[src/rtl/muldiv_pkg.sv]
package muldiv_pkg;

  typedef enum logic [1:0] {
    OP_MUL  = 2'b00,
    OP_MAC  = 2'b01,
    OP_DIV  = 2'b10,
    OP_NONE = 2'b11
  } md_op_e;

  // Cycle (counted from the start cycle) of the final writeback.
  function automatic int last_due(input md_op_e o, input bit slow,
                                  input int xlen, input int div_cycles);
    case (o)
      OP_MUL:  last_due = slow ? xlen / 2 : 1;
      OP_MAC:  last_due = slow ? xlen / 2 + 1 : 2;
      OP_DIV:  last_due = div_cycles + 1;
      default: last_due = 0;
    endcase
  endfunction

endpackage

[src/rtl/muldiv_mul.sv]
module muldiv_mul #(
  parameter int XLEN = 32,
  parameter int DSTW = 5,
  parameter bit SLOW = 1'b0
) (
  input  logic            clk,
  input  logic            rst,
  input  logic            go,
  input  logic            is_mac,
  input  logic [XLEN-1:0] a,
  input  logic [XLEN-1:0] b,
  input  logic [XLEN-1:0] c,
  input  logic [DSTW-1:0] dst,
  output logic            out_v,
  output logic [XLEN-1:0] out_d,
  output logic [DSTW-1:0] out_dst
);

  localparam int STEPS = XLEN / 2;
  localparam int SW    = $clog2(STEPS + 1);

  logic [XLEN-1:0] prod_q;
  logic [XLEN-1:0] addend_q;
  logic [DSTW-1:0] dst_hold;
  logic            pend;

  generate
    if (!SLOW) begin : g_fast
      always_ff @(posedge clk) begin
        if (rst) begin
          out_v    <= 1'b0;
          out_d    <= '0;
          out_dst  <= '0;
          prod_q   <= '0;
          addend_q <= '0;
          dst_hold <= '0;
          pend     <= 1'b0;
        end else begin
          out_v <= 1'b0;
          if (pend) begin
            out_d   <= prod_q + addend_q;
            out_dst <= dst_hold;
            out_v   <= 1'b1;
            pend    <= 1'b0;
          end
          if (go) begin
            if (is_mac) begin
              prod_q   <= a * b;
              addend_q <= c;
              dst_hold <= dst;
              pend     <= 1'b1;
            end else begin
              out_d   <= a * b;
              out_dst <= dst;
              out_v   <= 1'b1;
            end
          end
        end
      end
    end else begin : g_slow
      logic [XLEN-1:0] acc;
      logic [XLEN-1:0] a_sh;
      logic [XLEN-1:0] b_sh;
      logic [SW-1:0]   step;
      logic            run;
      logic            mac_q;
      logic [XLEN-1:0] pp_now;

      // Partial product of one radix-4 digit.
      function automatic logic [XLEN-1:0] digit_pp(input logic [XLEN-1:0] x,
                                                   input logic [1:0] d);
        case (d)
          2'd0:    digit_pp = '0;
          2'd1:    digit_pp = x;
          2'd2:    digit_pp = x << 1;
          default: digit_pp = x + (x << 1);
        endcase
      endfunction

      assign pp_now = digit_pp(a_sh, b_sh[1:0]);

      always_ff @(posedge clk) begin
        if (rst) begin
          out_v    <= 1'b0;
          out_d    <= '0;
          out_dst  <= '0;
          prod_q   <= '0;
          addend_q <= '0;
          dst_hold <= '0;
          pend     <= 1'b0;
          acc      <= '0;
          a_sh     <= '0;
          b_sh     <= '0;
          step     <= '0;
          run      <= 1'b0;
          mac_q    <= 1'b0;
        end else begin
          out_v <= 1'b0;
          if (pend) begin
            out_d   <= prod_q + addend_q;
            out_dst <= dst_hold;
            out_v   <= 1'b1;
            pend    <= 1'b0;
          end
          if (run) begin
            if (step == SW'(STEPS - 1)) begin
              run <= 1'b0;
              if (mac_q) begin
                prod_q <= acc + pp_now;
                pend   <= 1'b1;
              end else begin
                out_d   <= acc + pp_now;
                out_dst <= dst_hold;
                out_v   <= 1'b1;
              end
            end else begin
              acc  <= acc + pp_now;
              a_sh <= a_sh << 2;
              b_sh <= b_sh >> 2;
              step <= step + 1'b1;
            end
          end
          if (go) begin
            acc      <= digit_pp(a, b[1:0]);
            a_sh     <= a << 2;
            b_sh     <= b >> 2;
            step     <= SW'(1);
            run      <= 1'b1;
            mac_q    <= is_mac;
            addend_q <= c;
            dst_hold <= dst;
          end
        end
      end
    end
  endgenerate

endmodule

[src/rtl/muldiv_div.sv]
module muldiv_div #(
  parameter int XLEN       = 32,
  parameter int DSTW       = 5,
  parameter int DIV_CYCLES = 36
) (
  input  logic            clk,
  input  logic            rst,
  input  logic            go,
  input  logic [XLEN-1:0] a,
  input  logic [XLEN-1:0] b,
  input  logic [DSTW-1:0] dq,
  input  logic [DSTW-1:0] dr,
  output logic            out_v,
  output logic            out_last,
  output logic [XLEN-1:0] out_d,
  output logic [DSTW-1:0] out_dst
);

  localparam int CW = $clog2(DIV_CYCLES + 1);

  logic [XLEN-1:0] rem;
  logic [XLEN-1:0] quo;
  logic [XLEN-1:0] dv;
  logic [DSTW-1:0] dq_h, dr_h;
  logic [CW-1:0]   cnt;
  logic            run;
  logic [XLEN:0]   trial;
  logic [XLEN:0]   diff;
  logic            fits;

  assign trial = {rem, quo[XLEN-1]};
  assign diff  = trial - {1'b0, dv};
  assign fits  = (trial >= {1'b0, dv});

  always_ff @(posedge clk) begin
    if (rst) begin
      rem      <= '0;
      quo      <= '0;
      dv       <= '0;
      dq_h     <= '0;
      dr_h     <= '0;
      cnt      <= '0;
      run      <= 1'b0;
      out_v    <= 1'b0;
      out_last <= 1'b0;
      out_d    <= '0;
      out_dst  <= '0;
    end else begin
      out_v    <= 1'b0;
      out_last <= 1'b0;
      if (run) begin
        cnt <= cnt + 1'b1;
        if (cnt <= CW'(XLEN)) begin
          rem <= fits ? diff[XLEN-1:0] : trial[XLEN-1:0];
          quo <= {quo[XLEN-2:0], fits};
        end
        if (cnt == CW'(DIV_CYCLES - 1)) begin
          out_d   <= quo;
          out_dst <= dq_h;
          out_v   <= 1'b1;
        end
        if (cnt == CW'(DIV_CYCLES)) begin
          out_d    <= rem;
          out_dst  <= dr_h;
          out_v    <= 1'b1;
          out_last <= 1'b1;
          run      <= 1'b0;
        end
      end
      if (go) begin
        rem  <= '0;
        quo  <= a;
        dv   <= b;
        dq_h <= dq;
        dr_h <= dr;
        cnt  <= CW'(1);
        run  <= 1'b1;
      end
    end
  end

endmodule

[src/rtl/muldiv_unit.sv]
module muldiv_unit #(
  parameter int XLEN       = 32,
  parameter int DSTW       = 5,
  parameter bit SLOW_MUL   = 1'b0,
  parameter int DIV_CYCLES = 36
) (
  input  logic            clk,
  input  logic            rst,
  input  logic            start,
  input  logic [1:0]      op,
  input  logic [XLEN-1:0] src_a,
  input  logic [XLEN-1:0] src_b,
  input  logic [XLEN-1:0] src_c,
  input  logic [DSTW-1:0] dst_q,
  input  logic [DSTW-1:0] dst_r,
  output logic            busy,
  output logic            res_valid,
  output logic [XLEN-1:0] res_data,
  output logic [DSTW-1:0] res_dst
);
  import muldiv_pkg::*;

  localparam int LW = $clog2(DIV_CYCLES + 2);

  md_op_e          op_e;
  logic            accept;
  logic [LW-1:0]   due;
  logic [LW-1:0]   left;
  logic            mul_v, div_v, div_last;
  logic [XLEN-1:0] mul_d, div_d;
  logic [DSTW-1:0] mul_dst, div_dst;

  assign op_e   = md_op_e'(op);
  assign accept = start && !busy && (op_e != OP_NONE);
  assign due    = LW'(last_due(op_e, SLOW_MUL, XLEN, DIV_CYCLES));

  always_ff @(posedge clk) begin
    if (rst) begin
      busy <= 1'b0;
      left <= '0;
    end else if (accept) begin
      busy <= (due > LW'(1));
      left <= due - 1'b1;
    end else if (busy) begin
      left <= left - 1'b1;
      if (left == LW'(1)) busy <= 1'b0;
    end
  end

  muldiv_mul #(.XLEN(XLEN), .DSTW(DSTW), .SLOW(SLOW_MUL)) u_mul (
    .clk(clk), .rst(rst),
    .go(accept && (op_e == OP_MUL || op_e == OP_MAC)),
    .is_mac(op_e == OP_MAC),
    .a(src_a), .b(src_b), .c(src_c), .dst(dst_q),
    .out_v(mul_v), .out_d(mul_d), .out_dst(mul_dst)
  );

  muldiv_div #(.XLEN(XLEN), .DSTW(DSTW), .DIV_CYCLES(DIV_CYCLES)) u_div (
    .clk(clk), .rst(rst),
    .go(accept && op_e == OP_DIV),
    .a(src_a), .b(src_b), .dq(dst_q), .dr(dst_r),
    .out_v(div_v), .out_last(div_last), .out_d(div_d), .out_dst(div_dst)
  );

  assign res_valid = mul_v | div_v;
  assign res_data  = div_v ? div_d : mul_d;
  assign res_dst   = div_v ? div_dst : mul_dst;

endmodule

[config.mk]
export PLATFORM = sky130hd
export DESIGN_NAME = muldiv_unit
export DESIGN_NICKNAME = d
export VERILOG_FILES = /design/src/rtl/muldiv_pkg.sv /design/src/rtl/muldiv_mul.sv /design/src/rtl/muldiv_div.sv /design/src/rtl/muldiv_unit.sv
export SDC_FILE = /design/constraint.sdc
export NUM_CORES = 2
export LEC_CHECK = 0
export ABC_AREA = 1
export BUFFER_PORTS_ARGS = -buffer_cell sky130_fd_sc_hd__buf_2
export CORE_ASPECT_RATIO = 1.2
export CORE_UTILIZATION = 35
export CTS_BUF_LIST = sky130_fd_sc_hd__clkbuf_2
export DETAILED_ROUTE_END_ITERATION = 8
export PLACE_DENSITY = 0.6
export SYNTH_ARGS = -nofsm -noshare
export SYNTH_HDL_FRONTEND = slang
export SYNTH_SLANG_ARGS = --single-unit
[constraint.sdc]
create_clock -name clk -period 11.1 [get_ports clk]
set_input_delay 1.11 -clock clk [delete_from_list [all_inputs] [get_ports clk]]
set_output_delay 1.11 -clock clk [all_outputs]
set_load 0.02 [all_outputs]
==> run metrics <==
crit-path max FO=26; reg2reg end=u_div.quo[23]; Final period util=65.1%; Mapped Area=0.0316 mm^2; number of DRC markers in iteration 0=2,599; die area=0.0915 mm^2; post-synthesis register bit count=266; DP Worst Slack=3.01 ns; TNS Setup=0 ns; GPL Wtd Cong=0.946; Cells after Synth=4,462; vias per cell=5.06; Worst-Margin Slew=0.980 ns; post-CTS setup buffers=0; core area=0.0893 mm^2; worst setup path category=in2reg; drt first pass iters=9; sequential fraction of the synthesis area=16.8%; number of max-cap violations=0; Clock Tree Root=clkbuf_2; total number of vias=28.8k; initial antenna violation count=5; Antenna Violating Nets Remaining=0; Hold Crit Endpoint=u_mul.addend_q[27]; global route overflow=0; Clk Latency, worst-skew pair=1.06 ns; Total Routed Length=109 mm; CTS Hold Bufs=0; startpoint types=input pin; # clock sinks=266; IO Port Bufs=149; post-route setup slack=3.88 ns; Final Skew=0.121 ns; nets@finish=5,204; reg2reg setup slack=7.67 ns; Distinct cells, synth=53; syn_nets=5,178; TritonCTS clock tree=done; die width=276 um; Die Y=331 um; Slew Viols, Final=0; Global Route Usage Sum=23.9%; syn avg cell area=7.08 um^2; fin crit period=7.22 ns; hold_sp=src_c[27]; CP Launch Point=src_b[8]; Clock Tree Buf Depth=3; initial core utilization=35.4%; clock transition at the registers of the reported paths=0.12 ns; area delta synth->final=6.77%; Crit. End Element=register; Reg2Reg Depth=11; number of global-route vias before repair=28.8k; class of the worst hold path=in2reg; outcome=completed; crit path DAT=8.10 ns; pin count of the biggest net entering global routing=92; Num CTS Buffers=71; # resized after CTS=0; Avg WL per Cell=19.1 um; slew margin rel.=34.6%; share of cells above drive strength 1=7.40%; fillers=9,614; fmax=138 MHz; Yosys warning count=0; I/O pin count=150; first-pass GRT wire length=169 mm; num rows=120; worst r2r src=busy; HPWL after DPL=83.2 mm; RSZ-0062 raised after global routing=false; placed cell count=5,574; Residual DRC=0; Final Hold Fails=0; # setup viols final=0; H-tree depth=3; hold path depth=3; non-filler instance count after layout=5,699; Worst Path Required=11.98 ns; Final Util=37.8%
==> state kept, by name, indices dropped and copies added (netlist names), 32 cells and up <==
| register | cells |
|---|---|
| u_div.quo | 32 |
| u_mul.out_d | 32 |
| u_mul.addend_q | 32 |
| u_div.dv | 32 |
| u_mul.prod_q | 32 |
| u_div.out_d | 32 |
| u_div.rem | 32 |
==> synthesized netlist by cell type (all sizes together) <==
| cell | n | area share (%) |
|---|---|---|
| a221oi | 7 | 0.19 |
| clkinv | 1 | 0.012 |
| dfxtp | 266 | 17 |
| o211ai | 20 | 0.47 |
| buf | 56 | 0.90 |
| nor4 | 5 | 0.12 |
| inv | 958 | 11 |
| o211a | 1 | 0.032 |
| and3 | 1 | 0.020 |
| a21oi | 221 | 3.5 |
| o21bai | 11 | 0.26 |
| o221ai | 5 | 0.14 |
| o22ai | 6 | 0.12 |
| or2 | 6 | 0.12 |
| o221a | 2 | 0.071 |
| nor3b | 3 | 0.071 |
| nor3 | 20 | 0.36 |
| xor2 | 32 | 0.89 |
| fa | 410 | 26 |
| o21ai | 244 | 3.9 |
| a2111oi | 1 | 0.028 |
| a31o | 1 | 0.028 |
| xnor2 | 31 | 0.86 |
| a31oi | 77 | 1.5 |
| nand3 | 163 | 2.7 |
| o21a | 5 | 0.12 |
| ha | 195 | 7.7 |
| o31ai | 1 | 0.024 |
| nand4 | 26 | 0.51 |
| a21boi | 8 | 0.19 |
| nand3b | 44 | 1.0 |
| nand2 | 1197 | 14 |
| a21o | 12 | 0.28 |
| clkbuf | 161 | 1.9 |
| a211oi | 2 | 0.087 |
| a22oi | 13 | 0.31 |
| nor2 | 250 | 3.0 |
==> critical path, cell delays in order <==
cell and delay, ns:
buf_2 0.55, nand2_1 0.18, fa_1 0.58, inv_1 0.06, fa_1 0.42, inv_1 0.09
fa_1 0.44, fa_1 0.57, inv_1 0.08, fa_1 0.51, inv_1 0.06, fa_1 0.55
fa_1 0.43, fa_1 0.49, inv_1 0.04, ha_1 0.38, nand2_1 0.13, nor3_2 0.28
nand4_1 0.17, nand3_1 0.17, nand2_1 0.10, nand3_1 0.11, nand3_1 0.09, nand2_1 0.08
nand2_1 0.10, nand3_1 0.09, nand2_1 0.07, a21oi_1 0.14
==> area by class of cell <==
class,instances,area [um^2],area share [%]
clock inverters,18,118,0.348
multi-input cells,3020,21800,64.7
diodes,2,5.00,0.0148
inverters,959,3600,10.7
well taps,1159,1450,4.30
flip-flops and latches,266,5330,15.8
clock buffers,105,526,1.56
repair buffers,170,903,2.68
==> how the worst max path moves through the flow <==
stage	cells past startpoint	slack [ns]	end
5_1_grt	28	3.59	u_mul.out_d[29]
3_5_place_dp	25	3.01	u_mul.prod_q[29]
4_1_cts	25	4.03	u_mul.prod_q[29]
6_report	28	3.88	u_mul.out_d[29]
2_1_floorplan	30	3.73	u_mul.prod_q[29]
3_3_place_gp	25	2.99	u_mul.prod_q[29]
==> routing by layer <==
layer | vias to the layer above | share of wire (%) | GRT usage (%)
met5 | - | 0.024 | 0
met4 | 6 | 3.9 | 9.51
met3 | 211 | 7.6 | 3.46
met2 | 1105 | 45 | 37.9
met1 | 13800 | 44 | 32.5
li1 | 13700 | - | -
==> logic make-up after synthesis <==
| kind of cell | after synthesis | synth area share [%] |
|---|---|---|
| simple gates | 1715 | 22.2 |
| buf+inv | 1176 | 14.2 |
| compound gates | 637 | 11.3 |
| fa+ha+maj | 605 | 33.7 |
| flops | 266 | 16.8 |
| xor+xnor | 63 | 1.75 |
==> layout by cell type, fill, tap and decap left out, drive strengths merged, types with 32 or more instances in the layout <==
master / count
nand2: 1197
inv: 959
fa: 410
dfxtp: 266
nor2: 250
o21ai: 244
a21oi: 221
ha: 195
buf: 170
nand3: 163
clkbuf: 105
a31oi: 77
nand3b: 44
xor2: 32
==> metrics by stage <==
step,area [um^2],hold WS (ns)
6_report,33800,0.280
5_1_grt,33800,0.259
4_1_cts,33700,0.171
3_5_place_dp,33100,0.457
3_3_place_gp,33100,0.453
2_1_floorplan,31600,0.435
Power is left out: the tool's default activity adds up to more than one toggle a clock period on the data nets, which glitch-free logic cannot reach.
